File: config.mk
export PLATFORM = sky130hd
export DESIGN_NAME = mode_reg_timer
export DESIGN_NICKNAME = d
export VERILOG_FILES = /design/src/rtl/mrt_pkg.sv /design/src/rtl/mrt_regs.sv /design/src/rtl/mrt_keywipe.sv /design/src/rtl/mrt_timer.sv /design/src/rtl/mode_reg_timer.sv
export SDC_FILE = /design/constraint.sdc
export NUM_CORES = 1
export LEC_CHECK = 0
export BUFFER_PORTS_ARGS = -buffer_cell sky130_fd_sc_hd__buf_4
export CAP_MARGIN = 15
export CORE_UTILIZATION = 45
export CTS_CLUSTER_DIAMETER = 150
export DETAILED_ROUTE_END_ITERATION = 16
export GPL_TIMING_DRIVEN = 1
export PLACE_DENSITY = 0.87
export SLEW_MARGIN = 10
export SYNTH_ARGS = -nofsm -noshare
export SYNTH_HDL_FRONTEND = slang
export SYNTH_HIERARCHICAL = 1
export SYNTH_SLANG_ARGS = --single-unit
File: constraint.sdc
create_clock -name clk -period 2.5 [get_ports clk]
set_clock_uncertainty 0.05 [all_clocks]
set_input_delay 0.125 -clock clk [delete_from_list [all_inputs] [get_ports clk]]
set_output_delay 0.125 -clock clk [all_outputs]
set_load 0.02 [all_outputs]
File: src/rtl/mrt_pkg.sv
package mrt_pkg;
    typedef enum logic [1:0] {
        ST_IDLE = 2'd0,
        ST_RUN  = 2'd1,
        ST_DONE = 2'd2
    } tmr_state_e;

    localparam int          TE_BIT    = 31;
    localparam int          KEY_LSB   = 20;
    localparam int          KEY_W     = 4;
    localparam int          MODE_LSB  = 12;
    localparam int          MODE_W    = 3;
    localparam int          DLY_LSB   = 4;
    localparam int          DLY_W     = 4;
    localparam logic [3:0]  UNLOCK    = 4'hE;
    localparam logic [2:0]  MODE_CTR  = 3'd4;
    localparam logic [3:0]  LOW_NIB   = 4'h4;
endpackage

File: src/rtl/mrt_regs.sv
module mrt_regs
    import mrt_pkg::*;
#(
    parameter int ADDR_W    = 4,
    parameter int MODE_ADDR = 4
) (
    input  logic                clk,
    input  logic                rst_n,
    input  logic [ADDR_W-1:0]   addr,
    input  logic                wr_en,
    input  logic [31:0]         wr_data,
    input  logic                wp_en,
    output logic [31:0]         rd_data,
    output logic                tamper_en,
    output logic [MODE_W-1:0]   mode_q,
    output logic [DLY_W-1:0]    dly_q,
    output logic                mode_ok,
    output logic                mode_err
);
    localparam logic [ADDR_W-1:0] SEL = ADDR_W'(MODE_ADDR);

    logic unlocked;
    logic hit, key_ok, accept;
    logic [MODE_W-1:0] new_mode;

    always_comb begin
        hit      = wr_en && (addr == SEL);
        key_ok   = unlocked || (wr_data[KEY_LSB +: KEY_W] == UNLOCK);
        accept   = hit && !wp_en && key_ok;
        new_mode = wr_data[MODE_LSB +: MODE_W];
    end

    always_ff @(posedge clk) begin
        if (!rst_n) begin
            tamper_en <= 1'b0;
            mode_q    <= '0;
            dly_q     <= '0;
            unlocked  <= 1'b0;
            mode_err  <= 1'b0;
        end else if (accept) begin
            tamper_en <= wr_data[TE_BIT];
            mode_q    <= new_mode;
            dly_q     <= wr_data[DLY_LSB +: DLY_W];
            unlocked  <= 1'b1;
            mode_err  <= (new_mode != MODE_CTR);
        end
    end

    always_comb begin
        mode_ok = (mode_q == MODE_CTR);
        rd_data = '0;
        if (addr == SEL) begin
            rd_data[TE_BIT]                = tamper_en;
            rd_data[MODE_LSB +: MODE_W]    = mode_q;
            rd_data[DLY_LSB +: DLY_W]      = dly_q;
            rd_data[3:0]                   = LOW_NIB;
        end
    end
endmodule

File: src/rtl/mrt_keywipe.sv
module mrt_keywipe (
    input  logic tamper_in,
    input  logic tamper_en,
    output logic key_clr
);
    always_comb key_clr = tamper_in && tamper_en;
endmodule

File: src/rtl/mrt_timer.sv
module mrt_timer
    import mrt_pkg::*;
#(
    parameter int UNIT_CYCLES = 12
) (
    input  logic             clk,
    input  logic             rst_n,
    input  logic             start,
    input  logic             mode_ok,
    input  logic [DLY_W-1:0] dly,
    output logic             busy,
    output logic             done
);
    localparam int MAX_CYC = UNIT_CYCLES * (2 ** DLY_W);
    localparam int CNT_W   = $clog2(MAX_CYC + 1);

    tmr_state_e        state, nxt;
    logic [CNT_W-1:0]  cnt, cnt_nxt;
    logic [CNT_W-1:0]  load_val;

    always_comb load_val = CNT_W'(UNIT_CYCLES) * (CNT_W'(dly) + CNT_W'(1)) - CNT_W'(1);

    always_ff @(posedge clk) begin
        if (!rst_n) begin
            state <= ST_IDLE;
            cnt   <= '0;
        end else begin
            state <= nxt;
            cnt   <= cnt_nxt;
        end
    end

    always_comb begin
        nxt     = state;
        cnt_nxt = cnt;
        unique case (state)
            ST_IDLE: if (start && mode_ok) begin
                nxt     = ST_RUN;
                cnt_nxt = load_val;
            end
            ST_RUN: if (cnt == '0) nxt = ST_DONE;
                    else cnt_nxt = cnt - CNT_W'(1);
            ST_DONE: nxt = ST_IDLE;
            default: nxt = ST_IDLE;
        endcase
    end

    always_comb begin
        busy = 1'b0;
        done = 1'b0;
        unique case (state)
            ST_IDLE: ;
            ST_RUN:  busy = 1'b1;
            ST_DONE: done = 1'b1;
            default: ;
        endcase
    end
endmodule

File: src/rtl/mode_reg_timer.sv
module mode_reg_timer
    import mrt_pkg::*;
#(
    parameter int ADDR_W      = 4,
    parameter int MODE_ADDR   = 4,
    parameter int UNIT_CYCLES = 12
) (
    input  logic              clk,
    input  logic              rst_n,
    input  logic [ADDR_W-1:0] addr,
    input  logic              wr_en,
    input  logic [31:0]       wr_data,
    output logic [31:0]       rd_data,
    input  logic              wp_en,
    input  logic              tamper_in,
    input  logic              start,
    output logic              busy,
    output logic              done,
    output logic              key_clr,
    output logic              mode_err
);
    logic              te_w;
    logic [MODE_W-1:0] mode_w;
    logic [DLY_W-1:0]  dly_w;
    logic              mode_ok_w;

    mrt_regs #(.ADDR_W(ADDR_W), .MODE_ADDR(MODE_ADDR)) u_regs (
        .clk(clk), .rst_n(rst_n), .addr(addr), .wr_en(wr_en),
        .wr_data(wr_data), .wp_en(wp_en), .rd_data(rd_data),
        .tamper_en(te_w), .mode_q(mode_w), .dly_q(dly_w),
        .mode_ok(mode_ok_w), .mode_err(mode_err)
    );

    mrt_keywipe u_wipe (
        .tamper_in(tamper_in), .tamper_en(te_w), .key_clr(key_clr)
    );

    mrt_timer #(.UNIT_CYCLES(UNIT_CYCLES)) u_tmr (
        .clk(clk), .rst_n(rst_n), .start(start), .mode_ok(mode_ok_w),
        .dly(dly_w), .busy(busy), .done(done)
    );
endmodule

# After elaboration in Yosys (flattened, before gate mapping)
# Cells that the tools add are included.
[classes]
n_lt_le_gt_ge = 0
addsub = 3
shift = 0
n_eq_ne = 9
mux = 11
mul = 1
reduce_logical = 12
n_div = 0
n_bitwise = 0
[ops]
columns = ["cell", "count"]
rows = [
  ["8-bit 2-to-1 mux", 3],
  ["8-bit one-hot mux with 2 select lines", 1],
  ["8-bit by 1-bit subtractor with 8-bit output (second input constant)", 2],
  ["8-bit zero test", 1],
  ["2-bit by 8-bit multiplier with 6-bit output (first input constant)", 1],
  ["4-bit by 1-bit adder with 5-bit output (second input constant)", 1],
  ["1-bit logical AND", 5],
  ["4-bit by 3-bit == test with 1-bit output (second input constant)", 1],
  ["4-bit == test (second input constant)", 1],
  ["2-bit 2-to-1 mux", 2],
  ["2-bit by 1-bit inequality test with 1-bit output (second input constant)", 2],
  ["2-bit one-hot mux with 2 select lines", 1],
  ["3-bit == test (second input constant)", 1],
  ["1-bit 2-to-1 mux", 3],
  ["3-bit 2-to-1 mux", 1],
  ["3-bit inequality test (second input constant)", 1],
  ["3-bit AND reduction", 1],
  ["2-bit by 1-bit == test with 1-bit output (second input constant)", 1],
  ["2-bit == test (second input constant)", 1],
  ["2-bit zero test", 1],
  ["2-bit inequality test (second input constant)", 1],
  ["2-bit AND reduction", 1],
  ["2-bit nonzero test", 1],
  ["1-bit zero test", 1],
  ["1-bit logical OR", 1],
]
[totals]
mem_count = 0
output_inout_bits = 36
in_bits = 42
register_bits = 20
latch_bits = 0
word_cells = 43
mem_bits_ro = 0
ram_bits = 0

# Longest topological paths before layout
[logic_depth]
ltp_word = 5
mapped_depth = 9
ltp_nobuf = 9

# Hierarchy
# Netlist, hierarchy kept.
[by_module_without_submodules]
columns = ["mod", "instances", "cells_each", "area_per_inst_um2", "seq_area_each_um2"]
rows = [
  ["mrt_timer", 1, 102, 833.3, 200.2],
  ["mrt_regs", 1, 79, 684.4, 200.2],
  ["mrt_keywipe", 1, 1, 6.3, 0.0],
]

# Least setup slack after synthesis
# Ideal clock, no wire load.
[synth_timing]
path_type = "register to register"
from = "register u_regs.dly_q[0]"
to = "register u_tmr.cnt[7]"
arrival_ns = 1.980
period_less_slack_ns = 2.155
path_stages_with_launch = 9
t_required_ns = 2.325
setup_time_ns = 0.125
slack_ns = 0.345
n_path_buf = 0
path_cell_list = "dfxtp_1 > ha_1 > xor2_1 > ha_1 > a21o_1 > a21oi_1 > xnor2_1 > xor2_1 > o22ai_1"
[synth_via]
elab_chain_cells = 5
[synth_rtl]
columns = ["item", "line_no", "text"]
rows = [
  ["start: declaration", "mrt_regs.sv:16", "output logic [DLY_W-1:0] dly_q,"],
  ["start signal: assignment", "mrt_regs.sv:43", "dly_q <= wr_data[DLY_LSB +: DLY_W];"],
  ["4-bit by 1-bit adder with 5-bit output", "mrt_timer.sv:21", "always_comb load_val = CNT_W'(UNIT_CYCLES) * (CNT_W'(dly) + CNT_W'(1)) - CNT_W'(1);"],
  ["2-bit by 8-bit multiplier with 6-bit output", "mrt_timer.sv:21", ""],
  ["8-bit by 1-bit subtractor with 8-bit output", "mrt_timer.sv:21", ""],
  ["8-bit 2-to-1 mux", "mrt_timer.sv:37", "ST_IDLE: if (start && mode_ok) begin"],
  ["8-bit one-hot mux with 2 select lines", "mrt_timer.sv:36", "unique case (state)"],
  ["end signal: assignment", "mrt_timer.sv:29", "cnt <= cnt_nxt;"],
  ["end: declaration", "mrt_timer.sv:18", "logic [CNT_W-1:0] cnt, cnt_nxt;"],
]
# Every way passes these cells. The select of a mux whose other input is x is not followed.
# A chain may end at the register's enable or synchronous reset.

# Final worst setup path
[layout_timing]
from = "register u_regs.dly_q[1]"
to = "register u_tmr.cnt[7]"
# The elaborated chain is that of the path after synthesis.

==> flow_metrics.tcl <==
set metrics [dict create \
    layout-drive-gt1-share_pct 25.9 \
    finalNonFillerCells 260 \
    ys_async_sr_fraction_pct 0 \
    hold_depth 3 \
    r2r.worst_path.cells 8 \
    final_hold_viol_count 0 \
    worstHoldPathType "in -> reg" \
    slowest_delay_ns 0.45 \
    place_inst 256 \
    period_minus_slack_ns 2.30 \
    cp-end-kind "flop" \
    n_antenna_cell 0 \
    gp_congestion 0.783 \
    place_ws_ns 0.133 \
    setup_ws_ns 0.200 \
    start_util_pct 48.7 \
    ys_top_cells_by_count "buf_4, nand2_1, dfxtp_1, mux2i_1, nor2_1" \
    netlist_area_mm2 0.00152 \
    cp_slowest_cell "fa_1" \
    synth_top_area_cell "dfxtp_1" \
    path_class "reg -> reg" \
    period_share_pct 92.0 \
    placement_rows 20 \
    peakVddDrop_mv 0.269 \
    cts_tree "yes" \
    post_cts_buffers 0 \
    placed_area_mm2 0.00173 \
    combPwrFrac_pct 11.6 \
    p_leak_nw 0.822 \
    drt_iter0_markers 15 \
    relSlewSlack_pct 64.0 \
    drc 0 \
    fp.dieH_um 60.2 \
    synth.most_common_cell "buf_4" \
    yosysWarnings 6 \
    ant_nets 0 \
    reg2reg_from "u_regs/dly_q[1]" \
    grt_pass1_vias 1123 \
    ys_seq_area_share_pct 26.3 \
    status "finished, final reports clean" \
    hpwl_mm 2.25 \
    power.internal_mw 0.507 \
    report.power.total_mw 0.662 \
    vias 1273 \
    final_core_util_pct 57.2 \
    r2r_slack_ns 0.20 \
    finalSetupTns_ns 0 \
    ys_ff_latch 20 \
    worstMarginPinSlew_ns 0.540 \
    vias_per_cell 4.90 \
    crit_path_max_fanout 5 \
    core-area_mm2 0.00313 \
    synth_edf_count 0 \
    port_buffers 34 \
    fin_nets 267 \
    root_buffer "clkbuf_4" \
    fin_area_mm2 0.00179 \
    power.density_mw_per_mm2 370 \
    clkPwrFrac_pct 40.2 \
    htreeDepth 1 \
    grt_pass1_wl_mm 4.69 \
    yosys_most_used_dff "dfxtp_1" \
    path_clk_slew_ns 0.12 \
    p_sw_mw 0.154 \
    cap_viol_max_count 0 \
    drt-total-wl_mm 2.95 \
    synth.avg_cell_area_um2 8.37 \
    grt_max_degree 26 \
    setup_viol 0 \
    cp-startpoint "u_regs/dly_q[1]" \
    max_freq_mhz 435 \
    cts.path.max_buffers 2 \
    antenna_found_initial 0 \
    grt-ovfl-total 0 \
    cts.sinks 20 \
    seqPwrFrac_pct 48.2 \
    cp_data_required_time_ns 2.65 \
    die_area_mm2 0.00362 \
    crit_path_start_kind "flop" \
    boundaryPins 78 \
    rsz0062_at_grt "false" \
    die_w_um 60.2 \
    synth.distinct_cells 44 \
    path_cells "ha_1 -> xor2_2 -> fa_1 -> nand3b_1 -> nor2_1 -> o21ai_0 -> xor2_1 -> o22ai_1" \
    p_sw_share_pct 23.3 \
    reg2reg_to "u_tmr/cnt[7]" \
    postSynthCellCount 182 \
    track_usage_pct 17.1 \
    dr.pass1.iters 4 \
    fin_hold_ws_ns 0.0188 \
    cts_made_buffers 3 \
    wire_per_inst_um 11.3 \
    area_growth_pct 17.5 \
    endpoint "u_tmr/cnt[7]" \
    synth_area_leaders "dfxtp_1, buf_4, mux2i_1" \
    synth_top_area_share_pct 26.3 \
    report.final.slew_viol_count 0 \
    clock_latency_ns 0.30 \
    worstPathArrival_ns 2.45 \
]
## power by group through the flow
| stage | Clock, mW | Sequential [mW] | Combinational (mW) |
|---|---|---|---|
| after floorplan | 0 | 0.326 | 0.0717 |
| after global placement | 0 | 0.326 | 0.0747 |
| after detailed placement | 0 | 0.326 | 0.0758 |
| after CTS | 0.274 | 0.319 | 0.0759 |
| after global routing | 0.287 | 0.319 | 0.0834 |
| final | 0.266 | 0.319 | 0.0764 |
## how the worst min path moves through the flow
stage	slack (ns)	start	end
2_1_floorplan	0.19	rst_n	u_tmr/state[1]
4_1_cts	0.004	wr_data[31]	u_regs/tamper_en
6_report	0.02	wr_data[31]	u_regs/tamper_en
3_3_place_gp	0.34	wr_data[31]	u_regs/tamper_en
3_5_place_dp	0.35	wr_data[4]	u_regs/dly_q[0]
5_1_grt	0.006	wr_data[13]	u_regs/mode_q[1]
## state kept, by name (all words and copies together) (netlist names)
register and flops:
u_tmr/cnt 8, u_regs/dly_q 4, u_regs/mode_q 3, u_tmr/state 2, u_regs/mode_err 1, u_regs/tamper_en 1
u_regs/unlocked 1
## cell families (layout without fill, tap and decap cells)
logic type	count (synthesis)	after routing	synth area share [%]
compound gates	29	29	13.5
xor+xnor	8	8	4.60
fa+ha+maj	8	8	7.06
buf+inv	37	49	15.5
flops	20	20	26.3
mux	10	10	6.57
other cells	1	23	0.246
simple gates	69	69	26.3
## timing repair
action,in CTS,in global routing
setup endpoints to repair,0,2
hold buffers,0,0
gates resized for setup,0,2
## cell usage in the layout (no fill, tap or decap), types with 5 or more instances in the layout
master and instances:
a21oi_1 8, and2_2 8, buf_4 36, conb_1 23, dfxtp_1 19, ha_1 7
inv_1 9, mux2i_1 10, nand2_1 21, nor2_1 10, nor3b_1 5, o21ai_0 5
xnor2_1 5
## final cells by class
type | instances | area, um^2
Clock buffer | 3 | 22.5
Clock inverter | 1 | 30.0
Fill cell | 280 | 1340
Inverter | 9 | 33.8
Multi-Input combinational cell | 147 | 977
Sequential cell | 20 | 402
Tap cell | 44 | 55.1
Timing Repair Buffer | 36 | 270
## critical path, delay by kind of cell, from the launching register on
family	cells	cell delay, ns
compound gates	2	0.24
simple gates	2	0.34
fa+ha+maj	2	0.71
flops	1	0.42
xor+xnor	2	0.43
## per-layer routing
metal  global-route usage (%)  up-vias  share of wire (%)
met2                     32.2       52                 51
met3                     4.11        2                6.8
met1                     18.8      578                 42
met5                        0        -                  0
li1                         -      641                  -
met4                     3.99        0               0.64
Power figures use the tool's default switching activity.
